`config.mk`:
```
export PLATFORM = sky130hd
export DESIGN_NAME = otg_role_select
export DESIGN_NICKNAME = d
export VERILOG_FILES = /design/src/rtl/rsel_pkg.sv /design/src/rtl/rsel_sync.sv /design/src/rtl/rsel_debounce.sv /design/src/rtl/rsel_role_fsm.sv /design/src/rtl/otg_role_select.sv
export SDC_FILE = /design/constraint.sdc
export NUM_CORES = 1
export LEC_CHECK = 0
export ABC_AREA = 0
export BUFFER_PORTS_ARGS = -buffer_cell sky130_fd_sc_hd__buf_2
export CORE_AREA = 2 2 39 41
export CTS_CLUSTER_DIAMETER = 200
export DETAILED_ROUTE_END_ITERATION = 6
export DIE_AREA = 0 0 41 43
export GPL_ROUTABILITY_DRIVEN = 1
export PLACE_DENSITY_LB_ADDON = 0.25
export SETUP_SLACK_MARGIN = 0.05
export SYNTH_ARGS = -nofsm -noshare
export SYNTH_HDL_FRONTEND = slang
export SYNTH_SLANG_ARGS = --single-unit
export TNS_END_PERCENT = 30
```
`constraint.sdc`:
```
create_clock -name clk -period 1.3 [get_ports clk]
set_input_delay 0.13 -clock clk [delete_from_list [all_inputs] [get_ports clk]]
set_output_delay 0.13 -clock clk [all_outputs]
set_load 0.01 [all_outputs]
```
`src/rtl/rsel_pkg.sv`:
```
package rsel_pkg;
  typedef enum logic [1:0] {
    ROLE_PERIPH = 2'd0,
    ROLE_A_HOST = 2'd1,
    ROLE_B_HOST = 2'd2,
    ROLE_FORCED = 2'd3
  } role_e;
endpackage

```
`src/rtl/rsel_sync.sv`:
```
module rsel_sync #(
  parameter int   STAGES    = 2,
  parameter logic RESET_VAL = 1'b0
) (
  input  logic clk,
  input  logic rst_n,
  input  logic d_i,
  output logic q_o
);
  logic [STAGES-1:0] chain_q;

  always_ff @(posedge clk or negedge rst_n) begin
    if (!rst_n) chain_q <= {STAGES{RESET_VAL}};
    else        chain_q <= {chain_q[STAGES-2:0], d_i};
  end

  assign q_o = chain_q[STAGES-1];
endmodule

```
`src/rtl/rsel_debounce.sv`:
```
module rsel_debounce #(
  parameter int   HOLD      = 8,
  parameter logic RESET_VAL = 1'b1
) (
  input  logic clk,
  input  logic rst_n,
  input  logic d_i,
  output logic q_o
);
  localparam int CW = (HOLD > 1) ? $clog2(HOLD) : 1;
  localparam logic [CW-1:0] LAST = CW'(HOLD - 1);

  logic [CW-1:0] cnt_q;
  logic          level_q;

  // Count consecutive cycles where the input disagrees with the held level;
  // any agreement restarts the window.
  always_ff @(posedge clk or negedge rst_n) begin
    if (!rst_n) begin
      cnt_q   <= '0;
      level_q <= RESET_VAL;
    end else if (d_i != level_q) begin
      if (cnt_q == LAST) begin
        level_q <= d_i;
        cnt_q   <= '0;
      end else begin
        cnt_q   <= cnt_q + 1'b1;
      end
    end else begin
      cnt_q <= '0;
    end
  end

  assign q_o = level_q;
endmodule

```
`src/rtl/rsel_role_fsm.sv`:
```
module rsel_role_fsm
  import rsel_pkg::*;
(
  input  logic clk,
  input  logic rst_n,
  input  logic force_host_i,
  input  logic b_side_i,
  input  logic hnp_capable_i,
  input  logic swap_done_i,
  input  logic vbus_ok_i,
  output logic host_o
);
  role_e role_q, role_d;

  always_comb begin
    if (force_host_i)
      role_d = ROLE_FORCED;
    else if (!b_side_i)
      role_d = ROLE_A_HOST;
    else if (role_q == ROLE_B_HOST && vbus_ok_i)
      role_d = ROLE_B_HOST;
    else if (role_q == ROLE_PERIPH && swap_done_i && hnp_capable_i && vbus_ok_i)
      role_d = ROLE_B_HOST;
    else
      role_d = ROLE_PERIPH;
  end

  always_ff @(posedge clk or negedge rst_n) begin
    if (!rst_n) role_q <= ROLE_PERIPH;
    else        role_q <= role_d;
  end

  assign host_o = (role_q != ROLE_PERIPH);
endmodule

```
`src/rtl/otg_role_select.sv`:
```
module otg_role_select #(
  parameter int SYNC_STAGES = 2,
  parameter int DEBOUNCE    = 8
) (
  input  logic clk,
  input  logic rst_n,
  input  logic id_level_i,
  input  logic force_host_i,
  input  logic hnp_capable_i,
  input  logic hnp_swap_done_i,
  input  logic vbus_cmp_i,
  input  logic vbus_sense_off_i,
  output logic host_mode_o,
  output logic dline_pd_en_o,
  output logic vbus_valid_o,
  output logic b_device_o
);
  logic id_sync;
  logic id_stable;
  logic vbus_sync;
  logic vbus_ok_q;
  logic host;

  rsel_sync #(.STAGES(SYNC_STAGES), .RESET_VAL(1'b1)) u_id_sync (
    .clk(clk), .rst_n(rst_n), .d_i(id_level_i), .q_o(id_sync)
  );

  rsel_debounce #(.HOLD(DEBOUNCE), .RESET_VAL(1'b1)) u_id_deb (
    .clk(clk), .rst_n(rst_n), .d_i(id_sync), .q_o(id_stable)
  );

  rsel_sync #(.STAGES(SYNC_STAGES), .RESET_VAL(1'b0)) u_vbus_sync (
    .clk(clk), .rst_n(rst_n), .d_i(vbus_cmp_i), .q_o(vbus_sync)
  );

  // Bypass wins over the comparator; one register keeps the flag glitch-free.
  always_ff @(posedge clk or negedge rst_n) begin
    if (!rst_n) vbus_ok_q <= 1'b0;
    else        vbus_ok_q <= vbus_sense_off_i | vbus_sync;
  end

  rsel_role_fsm u_fsm (
    .clk(clk), .rst_n(rst_n),
    .force_host_i(force_host_i),
    .b_side_i(id_stable),
    .hnp_capable_i(hnp_capable_i),
    .swap_done_i(hnp_swap_done_i),
    .vbus_ok_i(vbus_ok_q),
    .host_o(host)
  );

  assign host_mode_o   = host;
  assign dline_pd_en_o = host;
  assign vbus_valid_o  = vbus_ok_q;
  assign b_device_o    = id_stable;
endmodule

```
==> impl_results.rst, run 1 <==
.. list-table::
   :header-rows: 1

   * - Metric
     - Value
   * - Clk sinks
     - 11
   * - Root buffer selected by CTS
     - clkbuf_4
   * - Sequential element share of the synthesized area
     - 71.0%
   * - Worst relative slew slack
     - around 84%
   * - Vias after detailed routing
     - between 200 and 250
   * - Clock-pin slew on the worst setup and hold paths
     - roughly 0.070 ns
   * - Period utilization
     - 92.7%
   * - Startpoint of the lowest-slack register-to-register path
     - u_id_deb.cnt_q[0]$_DFF_PN0_
   * - I/O Pins
     - 12
   * - Total wire length
     - ~550 um
   * - Fin. max-slew vios
     - 0
   * - Count of buffers from port buffering
     - 11
   * - Number of antenna violations at the first check in global routing
     - 0
   * - Count of max-cap constraint violations
     - 0
   * - CTS buffer count
     - 3
   * - Number of library cell types mapped by synthesis
     - 13
   * - Flip-flop and latch count after synthesis
     - 11
   * - Depth of the most critical reg-to-reg path
     - 3
   * - Count of antenna-violating nets left after detailed routing
     - 0
   * - Layout net count
     - 54
   * - Half-perimeter wire length after detailed placement
     - approximately 440 um
   * - CTS tree
     - done
   * - Fraction of power consumed by combinational cells
     - a little under a fifth
   * - Number of failing setup endpoints in the final timing report
     - 0
   * - Worst min path class
     - input port to flop
   * - Maximum buffer depth of the clock tree
     - 2
   * - Layout Utilization
     - a little under two fifths
   * - Post-route insts no fill
     - a little under 60
   * - Status
     - finished, final reports clean
   * - Min Clock Period, post-route
     - ~1.2 ns
   * - Placed instance area
     - ~460 um2
   * - Hold endpoint
     - vbus_valid_o$_DFF_PN0_
   * - Number of cells on the worst hold path
     - 2
   * - Via count of the first global-routing pass
     - between 200 and 250
   * - Maximum number of pins on one net before global-route repair
     - 12
   * - Layout area overhead
     - 31.8%
   * - Pre-CTS setup slack
     - around 0.11 ns
   * - Final sum of negative setup slack
     - 0 ns
   * - Maximum level of the CTS H-tree
     - 1
   * - Fmax
     - between 0.8 and 0.9 GHz
   * - Clk Latency, worst-skew pair
     - 0.26 ns
   * - End of the worst register-to-register path
     - u_id_deb.q_o$_DFFE_PN1P_
   * - Number of placed cells counting well taps
     - 52
   * - Leak pwr
     - 0.252 nW
   * - Switching share of power
     - roughly a quarter
   * - Netlist area before placement
     - a little under 400 um2
   * - Setup Skew
     - 0.00212 ns
   * - Worst setup path category
     - flop to output pin
   * - Warnings from Yosys
     - 0
   * - Placement Rows
     - 14
   * - Crit path max fanout
     - 2
   * - Start point of the critical path
     - u_fsm.role_q[1]$_DFF_PN0_
   * - Sequential group share of total power
     - ~55%
   * - Fraction of power consumed by the clock network
     - about a quarter
   * - Per-instance average area after synthesis
     - approximately 15 um2
   * - Cell count after synthesis
     - 26
   * - Floorplan die width
     - 41 um
   * - CP endpoint kind
     - output pin
   * - Area enclosed by the die boundary
     - about 1800 um2
   * - VDD IR-drop max
     - around 0.00062 V
   * - First-pass GRT wire length
     - between 900 and 1000 um
   * - Post-Synthesis Net Count
     - 36
   * - Total congestion overflow
     - 0
   * - HP Start
     - vbus_sense_off_i
   * - Standard cell core area
     - approximately 1400 um2
   * - Data required time at the worst endpoint
     - roughly 1.2 ns
   * - Final setup margin
     - roughly 0.095 ns
   * - CP startpoint kind
     - flop
   * - Hold Violations, Final
     - 0
   * - Post-cts gate resize count
     - 0
   * - Count of unresolved DRC violations after routing
     - 0
   * - Die extent in y
     - approximately 43 um
   * - Unrepaired setup endpoints after global routing
     - yes
   * - Drt pass-1 iters
     - 1
   * - Share of cells above drive strength 1
     - approximately half
   * - Total Routing Usage GR
     - ~8.7%
   * - Arrival time of data at the critical path endpoint
     - between 1 and 1.5 ns
   * - Per-cell via count in the routed design
     - about 4.0
   * - Register-to-register setup slack
     - ~0.12 ns
   * - Wirelength per Cell
     - 9.25 um
   * - Final cell area excluding filler cells
     - about 520 um2
   * - Pin slew with the least headroom to its limit
     - ~0.24 ns
   * - Internal Pwr Total
     - about 0.62 mW
   * - Weighted congestion reported at the end of routability-driven placement
     - 0.651
   * - Initial core utilization
     - between 20% and 30%
   * - Pwr dens
     - around 1600 nW/um2
   * - Antenna diodes
     - 0
   * - Starting DRT DRC Count
     - 0
   * - Net Switching
     - roughly 0.21 mW
how the worst max path moves through the flow:
stage                                     to  slack [ns]  cells after the start
floorplan           u_id_deb.q_o$_DFFE_PN1P_        0.16                      3
global placement    u_id_deb.q_o$_DFFE_PN1P_        0.14                      3
detailed placement  u_id_deb.q_o$_DFFE_PN1P_        0.11                      3
CTS                            dline_pd_en_o        0.07                      2
global route                     host_mode_o        0.04                      2
finish                         dline_pd_en_o        0.09                      2
stage by stage:
stage	hold slack (ns)	power, mW
2_1_floorplan	-0.166	0.557
3_3_place_gp	-0.000224	0.608
3_5_place_dp	0.00973	0.614
4_1_cts	0.0372	0.854
5_1_grt	0.0520	0.900
6_report	0.0540	0.831
metal layers:
metal  up-vias  routed length (um)  GRT usage, %
li1        119                   -             -
met1       110                 224          8.47
met2         7                 292          13.1
met3         0                  30          4.71
met4         0                   0          6.00
met5         -                   0             0
sequential cells by signal (all words and copies together), names as in the netlist:
register / flops
u_id_deb.q_o: 1
vbus_valid_o: 1
u_fsm.role_q: 2
u_id_deb.cnt_q: 3
u_id_sync.chain_q: 2
u_vbus_sync.chain_q: 2
cell usage in the layout (no fill, tap or decap), types with 2 or more instances in the layout:
cell            n
clkbuf_4        3
ha_1            2
or2_2           2
buf_2          11
dfstp_2         3
dfrtp_1         8
dlygate4sd3_1   3
and2_1          2
nand2_1         2
critical path, cell delays in order, from the launching register on:
cell and delay [ns]:
dfrtp_1 0.38, or2_2 0.30, buf_2 0.14
cell type report:
type | count | area, um2
clock buffers | 3 | 22.5
clock inverters | 1 | 5.00
fillers | 133 | 866
inverters | 1 | 3.75
multi-input cells | 13 | 103
flip-flops and latches | 11 | 279
well taps | 16 | 20.0
repair buffers | 14 | 85.1
repair_timing:
| action | 4_1_cts | 5_1_grt |
|---|---|---|
| buffers inserted | 0 | 0 |
| hold buffers | 3 | 0 |
| endpoints found under the setup margin | 0 | 2 |
| endpoints found under the hold margin | 13 | 0 |
cells by family (layout without fill, tap and decap cells):
| kind of cell | Yosys count | in the layout | share of synthesized area, % |
|---|---|---|---|
| AOI/OAI and AO/OA | 2 | 2 | 3.18 |
| xor gates and xnor gates | 1 | 1 | 2.23 |
| DFF | 11 | 11 | 71.0 |
| and+or+nand+nor | 7 | 7 | 11.5 |
| adders and majority gates | 2 | 2 | 6.37 |
| buffers and inverters | 2 | 19 | 2.87 |
| muxes | 1 | 1 | 2.87 |
synth_stat cells:
cell / count / share of area [%]
dfrtp_1: 8 / 51
inv_1: 1 / 0.95
mux2_1: 1 / 2.9
buf_4: 1 / 1.9
o31ai_1: 1 / 1.9
nand2_1: 2 / 1.9
and2_1: 2 / 3.2
xor2_1: 1 / 2.2
ha_1: 2 / 6.4
dfstp_2: 3 / 20
nor3b_2: 1 / 3.2
or2_2: 2 / 3.2
a21oi_1: 1 / 1.3
power groups by stage:
stage               Sequential, mW  Clock, mW  Combinational (mW)
floorplan                    0.466          0              0.0907
finish                       0.460      0.221               0.150
global route                 0.470      0.254               0.176
CTS                          0.462      0.237               0.154
detailed placement           0.468          0               0.145
global placement             0.465          0               0.143
Power figures use the tool's default switching activity.
==> run 2: changes to the inputs <==
- clock period: 1.3 -> 1.2 ns (I/O delays scaled with it)
==> impl_results.rst, run 2 (same netlist as run 1, synthesis figures left out) <==
.. list-table::
   :header-rows: 1

   * - Metric
     - Value
   * - HP Start
     - vbus_sense_off_i
   * - Worst setup path category
     - flop to output pin
   * - Hold Violations, Final
     - 0 (unchanged)
   * - Root buffer selected by CTS
     - clkbuf_4
   * - Final sum of negative setup slack
     - 0 ns (unchanged)
   * - CP endpoint kind
     - output pin
   * - Maximum buffer depth of the clock tree
     - 2 (unchanged)
   * - Combined area of the multi-input logic cells
     - 108 um2 (+4.9%)
   * - Most frequent standard cell in the layout excluding fill and tap cells
     - buf_2
   * - Largest register FFs
     - 3 (unchanged)
   * - Hold endpoint
     - vbus_valid_o$_DFF_PN0_
   * - Unrepaired setup endpoints after global routing
     - yes
   * - Maximum level of the CTS H-tree
     - 1 (unchanged)
   * - Most used cells in the layout excluding fill and tap cells
     - 9 x buf_2, 8 x dfrtp_1, 3 x clkbuf_4, 3 x dlygate4sd3_1, 3 x dfstp_2
   * - Pwr dens
     - 1730 nW/um2 (+7.7%)
   * - Biggest register
     - u_id_deb.cnt_q
   * - Count of unresolved DRC violations after routing
     - 0 (unchanged)
   * - Slowest CP cell
     - dfrtp_1
   * - Fmax
     - 0.871 GHz
   * - Arrival time of data at the critical path endpoint
     - 1.03 ns (-0.05 ns)
   * - Leak pwr
     - 0.263 nW (+4.4%)
   * - End of the worst register-to-register path
     - u_id_deb.q_o$_DFFE_PN1P_
   * - Half-perimeter wire length after detailed placement
     - 442 um (unchanged)
   * - Fin. max-slew vios
     - 0 (unchanged)
   * - Vias after detailed routing
     - 241 (+2.1%)
   * - Total wire length
     - 573 um (+4.9%)
   * - Via count of the first global-routing pass
     - 263 (+5.6%)
   * - Count of buffers from port buffering
     - 11 (unchanged)
   * - FF/Latch Area
     - 279 um2 (unchanged)
   * - Worst relative slew slack
     - 84.0% (+0.091 points)
   * - Area enclosed by the die boundary
     - 1760 um2 (unchanged)
   * - Period utilization
     - approximately 96%
   * - Per-cell via count in the routed design
     - 4.02 (+0.42%)
   * - Wirelength per Cell
     - 9.55 um (+3.2%)
   * - Maximum number of pins on one net before global-route repair
     - 12 (unchanged)
   * - Clk Latency, worst-skew pair
     - 0.26 ns (about the same)
   * - Drt pass-1 iters
     - 1 (unchanged)
   * - Depth of the most critical reg-to-reg path
     - 3 (unchanged)
   * - Min Clock Period, post-route
     - 1.15 ns
   * - Register-to-register setup slack
     - 0.06 ns (-0.06 ns)
   * - Count of antenna-violating nets left after detailed routing
     - 0 (unchanged)
   * - Floorplan die width
     - 41 um (unchanged)
   * - Starting DRT DRC Count
     - 0 (unchanged)
   * - Share of cells above drive strength 1
     - 52.3% (+3.4 points)
   * - Clock-pin slew on the worst setup and hold paths
     - 0.07 ns (about the same)
   * - I/O Pins
     - 12 (unchanged)
   * - VDD IR-drop max
     - 0.000674 V (+8.9%)
   * - Number of failing setup endpoints in the final timing report
     - 0 (unchanged)
   * - Standard cell core area
     - 1380 um2 (unchanged)
   * - Layout net count
     - 55 (+1.9%)
   * - Largest stage delay, worst path
     - 0.39 ns (about the same)
   * - Critical-path cell list
     - or2_4, buf_6
   * - Placement Rows
     - 14 (unchanged)
   * - Count of max-cap constraint violations
     - 0 (unchanged)
   * - CP startpoint kind
     - flop
   * - Startpoint of the lowest-slack register-to-register path
     - u_id_deb.cnt_q[0]$_DFF_PN0_
   * - Status
     - finished, final reports clean
   * - Placed instance area
     - 460 um2 (unchanged)
   * - Worst min path class
     - input port to flop
   * - Number of cells on the worst hold path
     - 2 (unchanged)
   * - First-pass GRT wire length
     - 1020 um (+5.0%)
   * - Antenna diodes
     - 0 (unchanged)
   * - CTS tree
     - done
   * - Final cell area excluding filler cells
     - 543 um2 (+4.8%)
   * - Setup Skew
     - 0.00203 ns (-0.0000917 ns)
   * - Initial core utilization
     - 28.4% (unchanged)
   * - Die extent in y
     - 43 um (unchanged)
   * - Weighted congestion reported at the end of routability-driven placement
     - 0.651 (unchanged)
   * - Number of antenna violations at the first check in global routing
     - 0 (unchanged)
   * - Clk sinks
     - 11 (unchanged)
   * - CTS buffer count
     - 3 (unchanged)
   * - Layout area overhead
     - 38.2%
   * - Data required time at the worst endpoint
     - 1.08 ns (-0.09 ns)
   * - Crit path max fanout
     - 2 (unchanged)
   * - Filler cell count
     - 133 (unchanged)
   * - Total congestion overflow
     - 0 (unchanged)
   * - Pin slew with the least headroom to its limit
     - 0.241 ns (-0.00136 ns)
   * - Total Routing Usage GR
     - 9.08% (+0.41 points)
   * - Hold_ws
     - 0.0440 ns (-0.0100 ns)
-- run 2: area by class of cell --
| cell class | count | share of cell area, % |
|---|---|---|
| sequential | 11 | 51.4 |
| clock inverter | 1 | 0.922 |
| timing repair buffer | 15 | 19.4 |
| tap | 16 | 3.69 |
| multi-input combinational | 13 | 19.8 |
| inverter | 1 | 0.691 |
| clock buffer | 3 | 4.15 |
-- run 2: how the worst max path moves through the flow --
stage	to	startpoint	cells past startpoint	slack (ns)
2_1_floorplan	u_id_deb.q_o$_DFFE_PN1P_	u_id_deb.cnt_q[0]$_DFF_PN0_	3	0.06
3_3_place_gp	u_id_deb.q_o$_DFFE_PN1P_	u_id_deb.cnt_q[0]$_DFF_PN0_	3	0.04
3_5_place_dp	u_id_deb.q_o$_DFFE_PN1P_	u_id_deb.cnt_q[0]$_DFF_PN0_	3	0.01
4_1_cts	dline_pd_en_o	u_fsm.role_q[1]$_DFF_PN0_	2	0.04
5_1_grt	host_mode_o	u_fsm.role_q[1]$_DFF_PN0_	2	0.01
6_report	dline_pd_en_o	u_fsm.role_q[1]$_DFF_PN0_	2	0.05
-- run 2: power breakdown --
group          switching (mW)  total, mW  internal (mW)  leakage (nW)
combinational          0.0824      0.202          0.120         0.120
clock                   0.116      0.239          0.123        0.0177
sequential             0.0425      0.497          0.454         0.125
-- run 2: routing by layer --
metal	wire length, um	global-route usage, %	share of wire (%)	vias up
met5	0	0	0	-
met4	0	6.00	0	0
met3	30	4.71	5.2	0
met2	320	14.4	56	7
met1	223	8.47	39	113
li1	-	-	-	121
-- run 2: critical path, delay by kind of cell, from the launching register on --
kind	cells	cell delay [ns]
buffers and inverters	1	0.12
flip-flops	1	0.39
AND/OR/NAND/NOR	1	0.26
-- run 2: per-stage QoR --
stage               total power [mW]  std cells  worst slack (ns)  util, %
floorplan                      0.604         26            0.0564        -
global placement               0.659         52            0.0450     33.3
detailed placement             0.665         52            0.0149     33.3
CTS                            0.961         60            0.0384     39.2
global route                    1.01         60            0.0110     39.2
finish                         0.938         60            0.0525     39.2
-- run 2: repair_timing --
item                       4_1_cts  5_1_grt
buffers inserted                 1        0
hold buffers                     3        0
hold endpoints to repair        13        0
gates resized for setup          4        0
cloned                           0        0
setup endpoints to repair        3        3
==> run 3: changes to the inputs <==
- clock period: 1.2 -> 1.46 ns (I/O delays scaled with it)
==> impl_results.rst, run 3 (same netlist as run 1, synthesis figures left out) <==
.. list-table::
   :header-rows: 1

   * - Metric
     - Value
   * - Maximum number of pins on one net before global-route repair
     - 12 (unchanged)
   * - CTS buffer count
     - 3 (unchanged)
   * - Via count of the first global-routing pass
     - 263 (unchanged)
   * - Antenna diodes
     - 0 (unchanged)
   * - Combined area of the multi-input logic cells
     - 103 um2 (-4.7%)
   * - Met2 layer wire length in the routed design
     - 293 um (-8.4%)
   * - CP endpoint kind
     - output pin
   * - Total congestion overflow
     - 0 (unchanged)
   * - FF/Latch Area
     - 279 um2 (unchanged)
   * - Number of antenna violations at the first check in global routing
     - 0 (unchanged)
   * - Number of failing setup endpoints in the final timing report
     - 0 (unchanged)
   * - Weighted congestion reported at the end of routability-driven placement
     - 0.650 (-0.14%)
   * - Worst relative slew slack
     - 84.4% (+0.47 points)
   * - Maximum buffer depth of the clock tree
     - 2 (unchanged)
   * - Maximum level of the CTS H-tree
     - 1 (unchanged)
   * - WL met3
     - 26 um (-13%)
   * - I/O Pins
     - 12 (unchanged)
   * - First-pass GRT wire length
     - 986 um (-3.4%)
   * - Count of max-cap constraint violations
     - 0 (unchanged)
   * - Root buffer selected by CTS
     - clkbuf_4
   * - Initial core utilization
     - 28.4% (unchanged)
   * - Die extent in y
     - 43 um (unchanged)
   * - Pin slew with the least headroom to its limit
     - 0.233 ns (-0.00706 ns)
   * - Layout area overhead
     - 31.5%
   * - VDD IR-drop max
     - 0.000556 V (-18%)
   * - Largest register FFs
     - 3 (unchanged)
   * - Share of cells above drive strength 1
     - 46.5% (-5.8 points)
   * - Standard cell core area
     - 1380 um2 (unchanged)
   * - Worst min path class
     - input port to flop
   * - Count of unresolved DRC violations after routing
     - 0 (unchanged)
   * - CTS tree
     - done
   * - Min Clock Period, post-route
     - about 1.2 ns
   * - Pwr dens
     - 1430 nW/um2 (-17%)
   * - Floorplan die width
     - 41 um (unchanged)
   * - Fmax
     - 0.818 GHz
   * - Post-cts gate resize count
     - 0 (-4)
   * - Fin. max-slew vios
     - 0 (unchanged)
   * - Placement Rows
     - 14 (unchanged)
   * - Unrepaired setup endpoints after global routing
     - no
   * - Biggest register
     - u_id_deb.cnt_q
   * - Setup Skew
     - 0.00333 ns (+0.00130 ns)
   * - Post-route insts no fill
     - 59 (-1.7%)
   * - Number of placed cells counting well taps
     - 52 (unchanged)
   * - Data required time at the worst endpoint
     - 1.31 ns (+0.23 ns)
   * - Vias after detailed routing
     - 235 (-2.5%)
   * - CP startpoint kind
     - flop
   * - Total Routing Usage GR
     - 8.78% (-0.30 points)
   * - Crit path max fanout
     - 2 (unchanged)
   * - Worst setup path category
     - flop to output pin
   * - Total routed wire length on the met1 layer
     - 224 um (+0.45%)
   * - Most frequent standard cell in the layout excluding fill and tap cells
     - buf_2
   * - Total wire length
     - 545 um (-4.9%)
   * - Post-CTS setup-driven buffer insertion count
     - 0 (-1)
   * - Clk Latency, worst-skew pair
     - 0.26 ns (about the same)
   * - Area enclosed by the die boundary
     - 1760 um2 (unchanged)
   * - Starting DRT DRC Count
     - 0 (unchanged)
   * - Count of buffers from port buffering
     - 11 (unchanged)
   * - Clock-pin slew on the worst setup and hold paths
     - 0.06 ns (about the same)
   * - Arrival time of data at the critical path endpoint
     - 1.08 ns (+0.05 ns)
   * - Period utilization
     - approximately 84%
   * - Leak pwr
     - 0.249 nW (-5.2%)
   * - Wirelength per Cell
     - 9.24 um (-3.3%)
   * - Hold Violations, Final
     - 0 (unchanged)
   * - Post-CTS Hold Fix Bufs
     - 3 (unchanged)
   * - Drt pass-1 iters
     - 1 (unchanged)
   * - Top layer reached by signal wires
     - met3
   * - Filler cell count
     - 138 (+3.8%)
   * - Half-perimeter wire length after detailed placement
     - 434 um (-1.8%)
   * - Count of antenna-violating nets left after detailed routing
     - 0 (unchanged)
   * - Layout net count
     - 54 (-1.8%)
   * - Final sum of negative setup slack
     - 0 ns (unchanged)
   * - Status
     - finished, final reports clean
   * - Most used cells in the layout excluding fill and tap cells
     - 11 x buf_2, 8 x dfrtp_1, 3 x clkbuf_4, 3 x dlygate4sd3_1, 3 x dfstp_2
   * - Per-cell via count in the routed design
     - 3.98 (-0.84%)
   * - Clk sinks
     - 11 (unchanged)
   * - Hold_ws
     - 0.0714 ns (+0.0274 ns)
[run 3: cell count changes in the layout (fill, tap and decap cells not counted)]
cell / before / now
buf_4: 1 / 0
ha_2: 1 / 0
clkbuf_1: 0 / 1
clkinv_2: 1 / 0
ha_1: 1 / 2
buf_6: 2 / 0
or2_4: 1 / 0
or2_2: 1 / 2
buf_2: 9 / 11
[run 3: layer usage]
| layer | GRT usage (%) | vias to the layer above |
|---|---|---|
| met1 | 8.16 | 110 |
| met2 | 13.8 | 7 |
| met4 | 4.00 | 0 |
| li1 | - | 118 |
| met3 | 6.28 | 0 |
| met5 | 0 | - |
[run 3: stage by stage]
stage / util (%) / power (mW) / setup WS, ns / cell area, um2
floorplan: - / 0.496 / 0.316 / 393
global placement: 33.3 / 0.541 / 0.304 / 460
detailed placement: 33.3 / 0.552 / 0.271 / 460
CTS: 37.3 / 0.763 / 0.212 / 517
global route: 37.3 / 0.794 / 0.185 / 517
finish: 37.3 / 0.740 / 0.238 / 517
[run 3: worst paths after layout]
| check | from | end | slack, ns | depth (start not counted) |
|---|---|---|---|---|
| setup / recovery | u_fsm.role_q[1]$_DFF_PN0_ | host_mode_o | 0.24 | 2 |
| hold / removal | force_host_i | u_fsm.role_q[0]$_DFF_PN0_ | 0.07 | 3 |
| setup reg to reg | u_id_deb.cnt_q[0]$_DFF_PN0_ | u_id_deb.q_o$_DFFE_PN1P_ | 0.26 | 3 |
| hold reg to reg | u_vbus_sync.chain_q[0]$_DFF_PN0_ | u_vbus_sync.chain_q[1]$_DFF_PN0_ | 0.35 | 0 |
| max in group asynchronous | rst_n | u_id_sync.chain_q[1]$_DFF_PN1_ | 0.93 | 2 |
| min in group asynchronous | rst_n | u_id_deb.cnt_q[1]$_DFF_PN0_ | 0.27 | 2 |
[run 3: where the power goes]
part / internal [mW] / total (mW) / switching [mW]
clock: 0.105 / 0.195 / 0.0900
sequential: 0.373 / 0.411 / 0.0375
combinational: 0.0748 / 0.134 / 0.0592
[run 3: final cells by class]
type	instances	share of cell area, %
timing repair buffer	14	16.5
inverter	1	0.726
tap	16	3.87
clock buffer	4	5.08
sequential	11	54.0
multi-input combinational	13	19.9
[run 3: worst max-delay path: stages (launching register included)]
cell and delay (ns):
dfrtp_1 0.38, or2_2 0.30, buf_2 0.14
